===== src/rtl/nand_ecc_pkg.sv =====
package nand_ecc_pkg;

   localparam int unsigned CODE_BYTES = 4;

   typedef enum logic [1:0] {
      PG_512 = 2'd0,
      PG_1K  = 2'd1,
      PG_2K  = 2'd2,
      PG_4K  = 2'd3
   } page_sel_e;

   typedef struct packed {
      logic code_err;
      logic multi_err;
      logic recov_err;
   } ecc_flags_t;

   localparam logic [2:0] RA_CTRL  = 3'd0;
   localparam logic [2:0] RA_MODE  = 3'd1;
   localparam logic [2:0] RA_FLAGS = 3'd2;
   localparam logic [2:0] RA_PAR   = 3'd3;
   localparam logic [2:0] RA_CPAR  = 3'd4;

   localparam int unsigned MODE_WIDE_BIT = 4;

endpackage


===== src/rtl/nand_ecc_cycle_qual.sv =====
module nand_ecc_cycle_qual
   import nand_ecc_pkg::*;
#(
   parameter int unsigned CNT_W   = 13,
   parameter int unsigned WADDR_W = 12,
   parameter int unsigned POS_W   = 3
) (
   input  logic               clk,
   input  logic               rst_n,
   input  logic               clr,
   input  logic               strobe,
   input  logic               ale,
   input  logic               cle,
   input  logic               wide,
   input  logic [CNT_W-1:0]   page_words,
   output logic               data_en,
   output logic               code_en,
   output logic [WADDR_W-1:0] word_idx,
   output logic [POS_W-1:0]   code_pos,
   output logic               done
);

   localparam logic [POS_W-1:0] CODE_END = POS_W'(CODE_BYTES);

   logic [CNT_W-1:0] word_q;
   logic [POS_W-1:0] pos_q;
   logic             accept;
   logic             in_data;
   logic             in_code;

   always_comb begin
      accept  = strobe & ~ale & ~cle;
      in_data = word_q < page_words;
      in_code = ~in_data & (pos_q < CODE_END);
      data_en = accept & in_data;
      code_en = accept & in_code;
      done    = ~in_data & (pos_q >= CODE_END);
   end

   always_ff @(posedge clk or negedge rst_n) begin
      if (!rst_n) begin
         word_q <= '0;
         pos_q  <= '0;
      end else if (clr) begin
         word_q <= '0;
         pos_q  <= '0;
      end else begin
         if (data_en) word_q <= word_q + CNT_W'(1);
         if (code_en) pos_q  <= pos_q + (wide ? POS_W'(2) : POS_W'(1));
      end
   end

   assign word_idx = word_q[WADDR_W-1:0];
   assign code_pos = pos_q;

   // latch cycles never advance the page position
   p_latch_ignored_r8 : assert property (@(posedge clk) disable iff (!rst_n)
      (strobe && (ale || cle) && !clr) |=> ($stable(word_q) && $stable(pos_q)));

   // once the code is complete, counters stay put
   p_frozen_after_code_r9 : assert property (@(posedge clk) disable iff (!rst_n)
      (done && !clr) |=> ($stable(word_q) && $stable(pos_q)));

   p_pos_bounded_r3 : assert property (@(posedge clk) disable iff (!rst_n)
      pos_q <= CODE_END);

endmodule


===== src/rtl/nand_ecc_accum.sv =====
module nand_ecc_accum #(
   parameter int unsigned BUS_W   = 16,
   parameter int unsigned IDX_W   = 16,
   parameter int unsigned BIT_W   = 4,
   parameter int unsigned WADDR_W = 12,
   parameter int unsigned POS_W   = 3
) (
   input  logic               clk,
   input  logic               rst_n,
   input  logic               clr,
   input  logic               data_en,
   input  logic               code_en,
   input  logic               wide,
   input  logic [WADDR_W-1:0] word_idx,
   input  logic [POS_W-1:0]   code_pos,
   input  logic [BUS_W-1:0]   din,
   output logic [IDX_W-1:0]   par,
   output logic [IDX_W-1:0]   cpar
);

   localparam int unsigned CODE_W = 2 * IDX_W;

   logic [BUS_W-1:0]  lane_ok;
   logic [7:0]        hi_byte;
   logic [IDX_W-1:0]  fold_p;
   logic [IDX_W-1:0]  fold_n;
   logic [CODE_W-1:0] code_vec;
   logic [POS_W-1:0]  pos_hi;
   logic [IDX_W-1:0]  par_q;
   logic [IDX_W-1:0]  cpar_q;

   generate
      if (BUS_W > 8) begin : g_wide_lanes
         assign lane_ok = wide ? {BUS_W{1'b1}} : BUS_W'(8'hFF);
         assign hi_byte = din[BUS_W-1 -: 8];
      end else begin : g_narrow_lanes
         assign lane_ok = {BUS_W{1'b1}};
         assign hi_byte = 8'h00;
      end
   endgenerate

   always_comb begin
      fold_p = '0;
      fold_n = '0;
      for (int b = 0; b < BUS_W; b++) begin
         if (din[b] && lane_ok[b]) begin
            fold_p = fold_p ^ {word_idx, BIT_W'(b)};
            fold_n = fold_n ^ ~{word_idx, BIT_W'(b)};
         end
      end
   end

   always_comb begin
      pos_hi   = code_pos + POS_W'(1);
      code_vec = CODE_W'(din[7:0]) << {code_pos, 3'b000};
      if (wide) code_vec = code_vec | (CODE_W'(hi_byte) << {pos_hi, 3'b000});
   end

   always_ff @(posedge clk or negedge rst_n) begin
      if (!rst_n) begin
         par_q  <= '0;
         cpar_q <= '0;
      end else if (clr) begin
         par_q  <= '0;
         cpar_q <= '0;
      end else if (data_en) begin
         par_q  <= par_q ^ fold_p;
         cpar_q <= cpar_q ^ fold_n;
      end else if (code_en) begin
         par_q  <= par_q ^ code_vec[IDX_W-1:0];
         cpar_q <= cpar_q ^ code_vec[CODE_W-1:IDX_W];
      end
   end

   assign par  = par_q;
   assign cpar = cpar_q;

   p_clear_zeroes_r10 : assert property (@(posedge clk) disable iff (!rst_n)
      clr |=> (par_q == '0 && cpar_q == '0));

   p_hold_when_idle_r9 : assert property (@(posedge clk) disable iff (!rst_n)
      (!data_en && !code_en && !clr) |=> ($stable(par_q) && $stable(cpar_q)));

   // one set data bit moves the two accumulators by complementary amounts
   p_single_bit_pair_r2 : assert property (@(posedge clk) disable iff (!rst_n)
      (data_en && !clr && $countones(din & lane_ok) == 1) |=>
      (((par_q ^ $past(par_q)) ^ (cpar_q ^ $past(cpar_q))) == {IDX_W{1'b1}}));

endmodule


===== src/rtl/nand_ecc_classify.sv =====
module nand_ecc_classify
   import nand_ecc_pkg::*;
#(
   parameter int unsigned IDX_W = 16
) (
   input  logic             clk,
   input  logic             rst_n,
   input  logic             done,
   input  logic [IDX_W-1:0] par,
   input  logic [IDX_W-1:0] cpar,
   output ecc_flags_t       flags
);

   localparam int unsigned SYN_W  = 2 * IDX_W;
   localparam int unsigned ONES_W = $clog2(SYN_W + 1);

   logic [SYN_W-1:0]  syn;
   logic [ONES_W-1:0] ones;
   logic              nonzero;
   logic              complementary;
   logic              single;

   always_comb begin
      syn  = {cpar, par};
      ones = '0;
      for (int i = 0; i < SYN_W; i++) ones = ones + ONES_W'(syn[i]);
      nonzero       = |syn;
      complementary = (par ^ cpar) == {IDX_W{1'b1}};
      single        = ones == ONES_W'(1);
      flags.recov_err = done & nonzero;
      flags.code_err  = done & single;
      flags.multi_err = done & nonzero & ~complementary & ~single;
   end

   p_flags_wait_r11 : assert property (@(posedge clk) disable iff (!rst_n)
      !done |-> (flags == '0));

   p_erased_pattern_r7 : assert property (@(posedge clk) disable iff (!rst_n)
      (done && par == {IDX_W{1'b1}} && cpar == {IDX_W{1'b1}}) |-> flags.multi_err);

   p_code_not_multi_r6 : assert property (@(posedge clk) disable iff (!rst_n)
      flags.code_err |-> (flags.recov_err && !flags.multi_err));

endmodule


===== src/rtl/nand_ecc_regs.sv =====
module nand_ecc_regs
   import nand_ecc_pkg::*;
#(
   parameter int unsigned ADDR_W       = 3,
   parameter int unsigned DATA_W       = 32,
   parameter int unsigned IDX_W        = 16,
   parameter bit          SUPPORT_WIDE = 1'b1
) (
   input  logic              clk,
   input  logic              rst_n,
   input  logic              reg_wr,
   input  logic [ADDR_W-1:0] reg_addr,
   input  logic [DATA_W-1:0] reg_wdata,
   output logic [DATA_W-1:0] reg_rdata,
   input  ecc_flags_t        flags,
   input  logic [IDX_W-1:0]  par,
   input  logic [IDX_W-1:0]  cpar,
   output logic              clr,
   output page_sel_e         sel,
   output logic              wide
);

   page_sel_e sel_q;
   logic      wide_q;
   logic      wide_next;
   logic      mode_wr;
   logic      unused_wdata;

   assign mode_wr      = reg_wr && (reg_addr == ADDR_W'(RA_MODE));
   assign clr          = reg_wr && (reg_addr == ADDR_W'(RA_CTRL)) && reg_wdata[0];
   assign unused_wdata = ^reg_wdata;

   generate
      if (SUPPORT_WIDE) begin : g_wide_mode
         assign wide_next = reg_wdata[MODE_WIDE_BIT];
      end else begin : g_narrow_mode
         assign wide_next = 1'b0;
      end
   endgenerate

   always_ff @(posedge clk or negedge rst_n) begin
      if (!rst_n) begin
         sel_q  <= PG_512;
         wide_q <= 1'b0;
      end else if (mode_wr) begin
         sel_q  <= page_sel_e'(reg_wdata[1:0]);
         wide_q <= wide_next;
      end
   end

   assign sel  = sel_q;
   assign wide = wide_q;

   always_comb begin
      reg_rdata = '0;
      case (reg_addr)
         ADDR_W'(RA_MODE): begin
            reg_rdata[1:0]           = sel_q;
            reg_rdata[MODE_WIDE_BIT] = wide_q;
         end
         ADDR_W'(RA_FLAGS): reg_rdata[2:0]       = flags;
         ADDR_W'(RA_PAR):   reg_rdata[IDX_W-1:0] = par;
         ADDR_W'(RA_CPAR):  reg_rdata[IDX_W-1:0] = cpar;
         default:           reg_rdata            = '0;
      endcase
   end

   p_mode_write_r1 : assert property (@(posedge clk) disable iff (!rst_n)
      mode_wr |=> (sel_q == page_sel_e'($past(reg_wdata[1:0]))));

   p_mode_kept_on_clear_r10 : assert property (@(posedge clk) disable iff (!rst_n)
      (clr && !mode_wr) |=> ($stable(sel_q) && $stable(wide_q)));

endmodule


===== src/rtl/nand_ecc_engine.sv =====
module nand_ecc_engine
   import nand_ecc_pkg::*;
#(
   parameter int unsigned BUS_W          = 16,
   parameter int unsigned MAX_DATA_BYTES = 4096,
   parameter int unsigned REG_ADDR_W     = 3,
   parameter int unsigned REG_DATA_W     = 32,
   parameter bit          SUPPORT_WIDE   = 1'b1
) (
   input  logic                  clk,
   input  logic                  rst_n,
   input  logic                  nand_strobe,
   input  logic                  nand_ale,
   input  logic                  nand_cle,
   input  logic [BUS_W-1:0]      nand_data,
   input  logic                  reg_wr,
   input  logic [REG_ADDR_W-1:0] reg_addr,
   input  logic [REG_DATA_W-1:0] reg_wdata,
   output logic [REG_DATA_W-1:0] reg_rdata
);

   localparam int unsigned BIT_W    = 4;
   localparam int unsigned WADDR_W  = $clog2(MAX_DATA_BYTES);
   localparam int unsigned IDX_W    = WADDR_W + BIT_W;
   localparam int unsigned CNT_W    = WADDR_W + 1;
   localparam int unsigned POS_W    = 3;
   localparam bit          WIDE_EFF = SUPPORT_WIDE && (BUS_W > 8);

   generate
      if (!(BUS_W == 8 || BUS_W == 16)) begin : g_bad_bus
         $error("nand_ecc_engine: BUS_W must be 8 or 16");
      end
      if (MAX_DATA_BYTES != 4096) begin : g_bad_page
         $error("nand_ecc_engine: MAX_DATA_BYTES must be 4096");
      end
      if (IDX_W != 16) begin : g_bad_idx
         $error("nand_ecc_engine: index must be 16 bits for a 4-byte code");
      end
      if (REG_DATA_W < IDX_W || REG_ADDR_W < 3) begin : g_bad_regs
         $error("nand_ecc_engine: register port too narrow");
      end
   endgenerate

   page_sel_e          sel;
   logic               wide;
   logic               clr;
   logic [CNT_W-1:0]   page_bytes;
   logic [CNT_W-1:0]   page_words;
   logic               data_en;
   logic               code_en;
   logic               done;
   logic [WADDR_W-1:0] word_idx;
   logic [POS_W-1:0]   code_pos;
   logic [IDX_W-1:0]   par;
   logic [IDX_W-1:0]   cpar;
   ecc_flags_t         flags;

   assign page_bytes = CNT_W'(512) << sel;
   assign page_words = wide ? (page_bytes >> 1) : page_bytes;

   nand_ecc_regs #(
      .ADDR_W       (REG_ADDR_W),
      .DATA_W       (REG_DATA_W),
      .IDX_W        (IDX_W),
      .SUPPORT_WIDE (WIDE_EFF)
   ) u_regs (
      .clk       (clk),
      .rst_n     (rst_n),
      .reg_wr    (reg_wr),
      .reg_addr  (reg_addr),
      .reg_wdata (reg_wdata),
      .reg_rdata (reg_rdata),
      .flags     (flags),
      .par       (par),
      .cpar      (cpar),
      .clr       (clr),
      .sel       (sel),
      .wide      (wide)
   );

   nand_ecc_cycle_qual #(
      .CNT_W   (CNT_W),
      .WADDR_W (WADDR_W),
      .POS_W   (POS_W)
   ) u_qual (
      .clk        (clk),
      .rst_n      (rst_n),
      .clr        (clr),
      .strobe     (nand_strobe),
      .ale        (nand_ale),
      .cle        (nand_cle),
      .wide       (wide),
      .page_words (page_words),
      .data_en    (data_en),
      .code_en    (code_en),
      .word_idx   (word_idx),
      .code_pos   (code_pos),
      .done       (done)
   );

   nand_ecc_accum #(
      .BUS_W   (BUS_W),
      .IDX_W   (IDX_W),
      .BIT_W   (BIT_W),
      .WADDR_W (WADDR_W),
      .POS_W   (POS_W)
   ) u_accum (
      .clk      (clk),
      .rst_n    (rst_n),
      .clr      (clr),
      .data_en  (data_en),
      .code_en  (code_en),
      .wide     (wide),
      .word_idx (word_idx),
      .code_pos (code_pos),
      .din      (nand_data),
      .par      (par),
      .cpar     (cpar)
   );

   nand_ecc_classify #(
      .IDX_W (IDX_W)
   ) u_classify (
      .clk   (clk),
      .rst_n (rst_n),
      .done  (done),
      .par   (par),
      .cpar  (cpar),
      .flags (flags)
   );

endmodule


===== config.mk =====
export PLATFORM = sky130hd
export DESIGN_NAME = nand_ecc_engine
export DESIGN_NICKNAME = d
export VERILOG_FILES = /design/src/rtl/nand_ecc_pkg.sv /design/src/rtl/nand_ecc_cycle_qual.sv /design/src/rtl/nand_ecc_accum.sv /design/src/rtl/nand_ecc_classify.sv /design/src/rtl/nand_ecc_regs.sv /design/src/rtl/nand_ecc_engine.sv
export SDC_FILE = /design/constraint.sdc
export NUM_CORES = 1
export LEC_CHECK = 0
export BUFFER_PORTS_ARGS = -buffer_cell sky130_fd_sc_hd__buf_2
export CORE_MARGIN = 2
export CORE_UTILIZATION = 62
export DETAILED_ROUTE_END_ITERATION = 6
export PLACE_DENSITY = 0.94
export SLEW_MARGIN = 10
export SYNTH_ARGS = -nofsm -noshare
export SYNTH_HDL_FRONTEND = slang
export SYNTH_SLANG_ARGS = --single-unit

===== constraint.sdc =====
create_clock -name clk -period 19.27 [get_ports clk]
set_input_delay 5.781 -clock clk [delete_from_list [all_inputs] [get_ports clk]]
set_output_delay 5.781 -clock clk [all_outputs]
set_load 0.03 [all_outputs]

======== Word-level counts from Yosys, hierarchy flattened ========
Index checks and enable logic that the tools add are counted.
W data, S select, Z words.
word-level totals
  input bits .............................. 57
  flip-flop bits (word level) ............. 51
  memories kept ........................... 0
  word-level logic and storage cells ...... 194
  latch bits .............................. 0
  memory bits (read-only) ................. 0
  output and inout port bits .............. 32
  bits in writable memories ............... 0
operators by class
  bitwise operators ....................... 67
  $lt $le $gt $ge ......................... 3
  equal/unequal tests ..................... 6
  multiply operators ...................... 0
  $add $sub $neg .......................... 34
  muxes and demuxes ....................... 51
  reduce and logical (&&, ||, !) cells .... 24
  shift operators ......................... 3
  divide/modulo/power cells ............... 0
operator list
  kind                     number
  $mux W16                 39
  $xor A16 B16 Y16         35
  $not A16 Y16             16
  $add A6 B1 Y6            30
  $shl A8 B6 Y32           2
  $mux W13                 3
  $mux W32                 1
  $or A32 B32 Y32          1
  $reduce_or A32 Y1        1
  $pmux W11 S2             1
  $logic_and A1 B1 Y1      19
  $eq A16 B16 Y1 const B   1
  $add A13 B1 Y13 const B  1
  $lt A13 B13 Y1           1
  $shl A10 B2 Y13 const A  1
  $and A1 B1 Y1            10
  $pmux W2 S4              1
  $eq A3 B2 Y1 const B     2
  $eq A6 B1 Y1 const B     1
  $mux W3                  2
  $pmux W1 S3              2
  $not A1 Y1               5
  $reduce_bool A2 Y1       2
  $add A3 B1 Y3 const B    1
  10 further kinds         10

======== Longest topological paths before layout ========
  depth in word-level cells ............... 36
  gate-level depth with buffers ........... 19

======== By module ========
A second synthesis with hierarchy kept.
second synthesis, totals
  cells, all modules ...................... 640
  area, all modules ....................... 5773.0 um^2
modules (own cells, without submodules)
  module               times used  area an instance (um^2)  cells each
  nand_ecc_accum       1           2797.7                   316
  nand_ecc_cycle_qual  1           1303.8                   144
  nand_ecc_classify    1           1048.5                   112
  nand_ecc_regs        1           573.0                    59
  nand_ecc_engine      1           50.0                     9

======== Worst setup path before layout ========
OpenSTA, ideal clock, no wires.
  path type ............................... input port to output port
  start point ............................. input reg_addr[1]
  end point ............................... output reg_rdata[4]
  path slack .............................. 6.289 ns
  cell stages on the path ................. 5
  buffers on the path ..................... 2
  arrival ................................. 7.200 ns
  cell sequence ........................... clkbuf_1 nor3b_1 clkbuf_1 nand2_1 o21ai_0
on the way
  longest elaborated chain between the ends .. 2
RTL lines
  element                                     line                   text
  start: declaration                          nand_ecc_engine.sv:17  input logic [REG_ADDR_W-1:0] reg_addr,
  $eq A3 B3 Y1, or another cell as far along  nand_ecc_regs.sv:56    case (reg_addr)
  $pmux W1 S3 (*)                             nand_ecc_regs.sv:56
  end: declaration                            nand_ecc_engine.sv:19  output logic [REG_DATA_W-1:0] reg_rdata
Mark *: on every way between the ends. The rest lies on a longest branch, timed or not.

======== Worst setup path in the final report ========
  start point ............................. input reg_addr[2]
  end point ............................... output reg_rdata[2]
on the way
  longest elaborated chain between the ends .. 2
RTL lines
  element                                       line
  $eq A3 B3 Y1 or $eq A3 B2 Y1 (tied branches)  nand_ecc_regs.sv:56
  $pmux W1 S3 (*)                               nand_ecc_regs.sv:56
Marks and branches as above.

==> impl_metrics.py <==
metrics = {
    "detailed_routing": {
        "route.detailed.drc": 0,
        "vias": 4517,
        "ant_nets": 0,
        "wl_microns": 13300,
        "wl_per_cell_microns": 19.0,
        "drtPass1Iterations": 6,
        "drtIter0Drc": 530,
        "viasPerCell": 6.43,
    },
    "power": {
        "p_per_area_nw_per_um2": 225,
        "power.total_w": 0.00120,
        "max-vdd-ir-drop_mv": 0.209,
        "p_leak_nw": 2.39,
    },
    "worst_setup_path": {
        "r2r.worst_path.cells": 11,
        "end_kind": "output port",
        "critPathKind": "in -> out",
        "critPathRequiredTime_ns": 13.49,
        "cp_slowest_cell": "nor2_1",
        "cp_cell_sequence": "buf_2 -> nand2b_1 -> nor2_1 -> a222oi_1 -> inv_1 -> buf_2",
        "r2r-end": "u_accum.par[3]",
        "reg2reg_from": "u_regs.wide",
        "worstPathMaxFanout": 13,
        "crit_family": "simple AND/OR/NAND/NOR gates",
        "crit_path_frequent_cell": "buf_2",
        "cp-start-kind": "input pin",
        "rrSetupSlack_ns": 15.66,
        "critPathArrivalTime_ns": 7.29,
        "critPathLaunch": "reg_addr[2]",
        "path_buf_inv": 3,
        "slowest_delay_ns": 0.72,
    },
    "clock_tree": {
        "clkTransAtPathRegs_ns": 0.10,
        "cts_tree": "done",
        "clockRootBuffer": "clkbuf_8",
        "htree_num_levels": 2,
        "clock_latency_ns": 0.32,
        "cts_hold_buffers": 0,
        "cts-resized-gates": 0,
        "clock-sinks": 51,
        "postCtsSetupBuffers": 0,
        "numCtsBuffers": 5,
        "clock_path_buffers": 2,
    },
    "min_path": {
        "hold_start": "u_qual.word_q[12]",
        "hold_path.class": "reg -> reg",
        "min_to": "u_qual.word_q[12]",
        "holdPathStages": 2,
    },
    "grt": {
        "grt_max_degree": 66,
        "grt_pass1_wl_microns": 21300,
        "grt-ovfl-total": 0,
        "antenna_found_initial": 0,
        "grt_pass1_vias": 4386,
        "grt.total_usage": 0.308,
    },
    "yosys": {
        "synth_area_sq_um": 5100,
        "synthArstFlopShare": 1.00,
        "yosysWarnings": 0,
        "synth_area_per_cell_sq_um": 8.69,
        "ys_ff_latch": 51,
        "synthCells": 587,
        "synthDistinctLibCells": 49,
        "ys_seq_area_frac": 0.250,
        "synth_flop_cell": "dfrtp_1",
        "synth_edf_count": 0,
    },
    "flow_run": {
        "maxCapViolCount": 0,
    },
    "place": {
        "place_area_sq_um": 5190,
        "io_buffers": 43,
        "dp_hpwl_microns": 9970,
        "place.gp.congestion": 0.998,
    },
    "timing": {
        "worst_pin_slew_ns": 1.02,
        "finalSetupTns_ns": 0,
        "clock.fmax_ghz": 0.0765,
        "hold_viol_final": 0,
        "drv_slew": 0,
        "max_slew_margin": 0.320,
        "skew_ns": 0.0122,
        "period_needed_ns": 13.07,
        "finalCritPeriodShare": 0.678,
        "rsz0062_at_grt": "no",
        "finalSetupViolations": 0,
    },
    "finish": {
        "nets": 696,
        "post-route-util": 0.656,
        "final_cell_mix": "58 x inv_1, 56 x nor2_1, 51 x dfrtp_1",
        "diodes": 0,
        "drive_gt1_frac": 0.122,
        "final_common_cell": "inv_1",
        "design_area_sq_um": 5310,
        "synthToLayoutAreaGrowth_pct": 4.12,
        "fill_cells": 672,
    },
    "die": {
        "io_pins": 89,
        "rows": 33,
        "die_x_microns": 94.7,
        "die_y_microns": 94.7,
        "die_area_sq_um": 8970,
        "core_sq_um": 8090,
        "start_util": 0.630,
    },
    "run_status": {
        "status": "finished clean",
    },
}
logic make-up after synthesis:
| family | synth area share |
|---|---|
| compound gates | 0.181 |
| xor+xnor | 0.126 |
| fa+ha+maj | 0.140 |
| buf+inv | 0.115 |
| flops | 0.250 |
| mux | 0.0162 |
| other cells | 0.000735 |
| simple gates | 0.171 |
registers in the layout (all words and copies together), names as in the netlist:
name / cells
u_regs.sel: 2
u_qual.word_q: 13
u_qual.code_pos: 3
u_regs.wide: 1
u_accum.par: 16
u_accum.cpar: 16
worst min-delay path: stages, from the launching register on:
cell and delay (ns):
dfrtp_1 0.38, xor2_1 0.07, nor2_1 0.08
stage by stage:
stage	hold slack, ns	worst slack [ns]	std cells
after detailed placement	0.557	6.23	695
after global placement	0.536	6.26	695
after global routing	0.604	6.06	703
final	0.574	6.20	703
after CTS	0.583	6.23	703
after floorplan	0.511	6.29	602
synth_stat cells (2+ instances only):
library cell | count | share of area
nand4_1 | 8 | 0.0098
xor2_2 | 2 | 0.0064
a41oi_1 | 18 | 0.031
o21ai_1 | 2 | 0.0020
buf_6 | 7 | 0.015
nor4_1 | 9 | 0.011
nand3_1 | 9 | 0.0088
dfrtp_1 | 51 | 0.25
o21ai_0 | 23 | 0.023
a221oi_1 | 8 | 0.014
mux2_2 | 2 | 0.0044
a21oi_1 | 23 | 0.023
and4_4 | 6 | 0.013
clkbuf_2 | 3 | 0.0029
a31oi_1 | 2 | 0.0025
buf_2 | 14 | 0.014
buf_1 | 4 | 0.0029
or3_1 | 21 | 0.026
a22oi_1 | 24 | 0.035
nand2_1 | 17 | 0.013
clkbuf_1 | 14 | 0.010
inv_1 | 58 | 0.043
nor3_1 | 17 | 0.017
and3_1 | 6 | 0.0074
mux2i_1 | 6 | 0.012
nor3b_1 | 5 | 0.0074
fa_1 | 25 | 0.098
xnor2_1 | 41 | 0.070
xor2_1 | 27 | 0.046
o21a_1 | 7 | 0.010
buf_4 | 18 | 0.026
ha_1 | 17 | 0.042
nand2b_1 | 4 | 0.0049
a22o_1 | 12 | 0.021
a211oi_1 | 8 | 0.012
nor2_1 | 56 | 0.041
layer usage:
layer | global-route usage | part of all wire | wire, microns | vias up
li1 | - | - | - | 2046
met1 | 0.395 | 0.39 | 5210 | 2187
met2 | 0.531 | 0.50 | 6650 | 248
met3 | 0.0423 | 0.086 | 1150 | 36
met4 | 0.112 | 0.025 | 327 | 0
met5 | 0 | 0 | 0 | -
area by class of cell:
class / instances / area [sq um] / share of cell area
tap: 105 / 131 / 0.0247
clock buffer: 5 / 68.8 / 0.0130
timing repair buffer: 48 / 255 / 0.0481
inverter: 58 / 218 / 0.0410
clock inverter: 3 / 46.3 / 0.00872
multi-input combinational: 433 / 3320 / 0.624
sequential: 51 / 1280 / 0.240
power breakdown:
| group | switching (W) | internal [W] | total [W] |
|---|---|---|---|
| Combinational | 0.000517 | 0.000385 | 0.000902 |
| Clock | 0.0000395 | 0.0000392 | 0.0000787 |
| Sequential | 0.0000742 | 0.000140 | 0.000214 |
how the worst max path moves through the flow:
stage	endpoint	slack [ns]	cells past startpoint
after detailed placement	reg_rdata[2]	6.23	6
after global placement	reg_rdata[2]	6.26	6
after global routing	reg_rdata[2]	6.06	6
after floorplan	reg_rdata[4]	6.29	5
after CTS	reg_rdata[2]	6.23	6
final	reg_rdata[2]	6.20	6
Note: power is estimated with default switching activity, not from simulation.
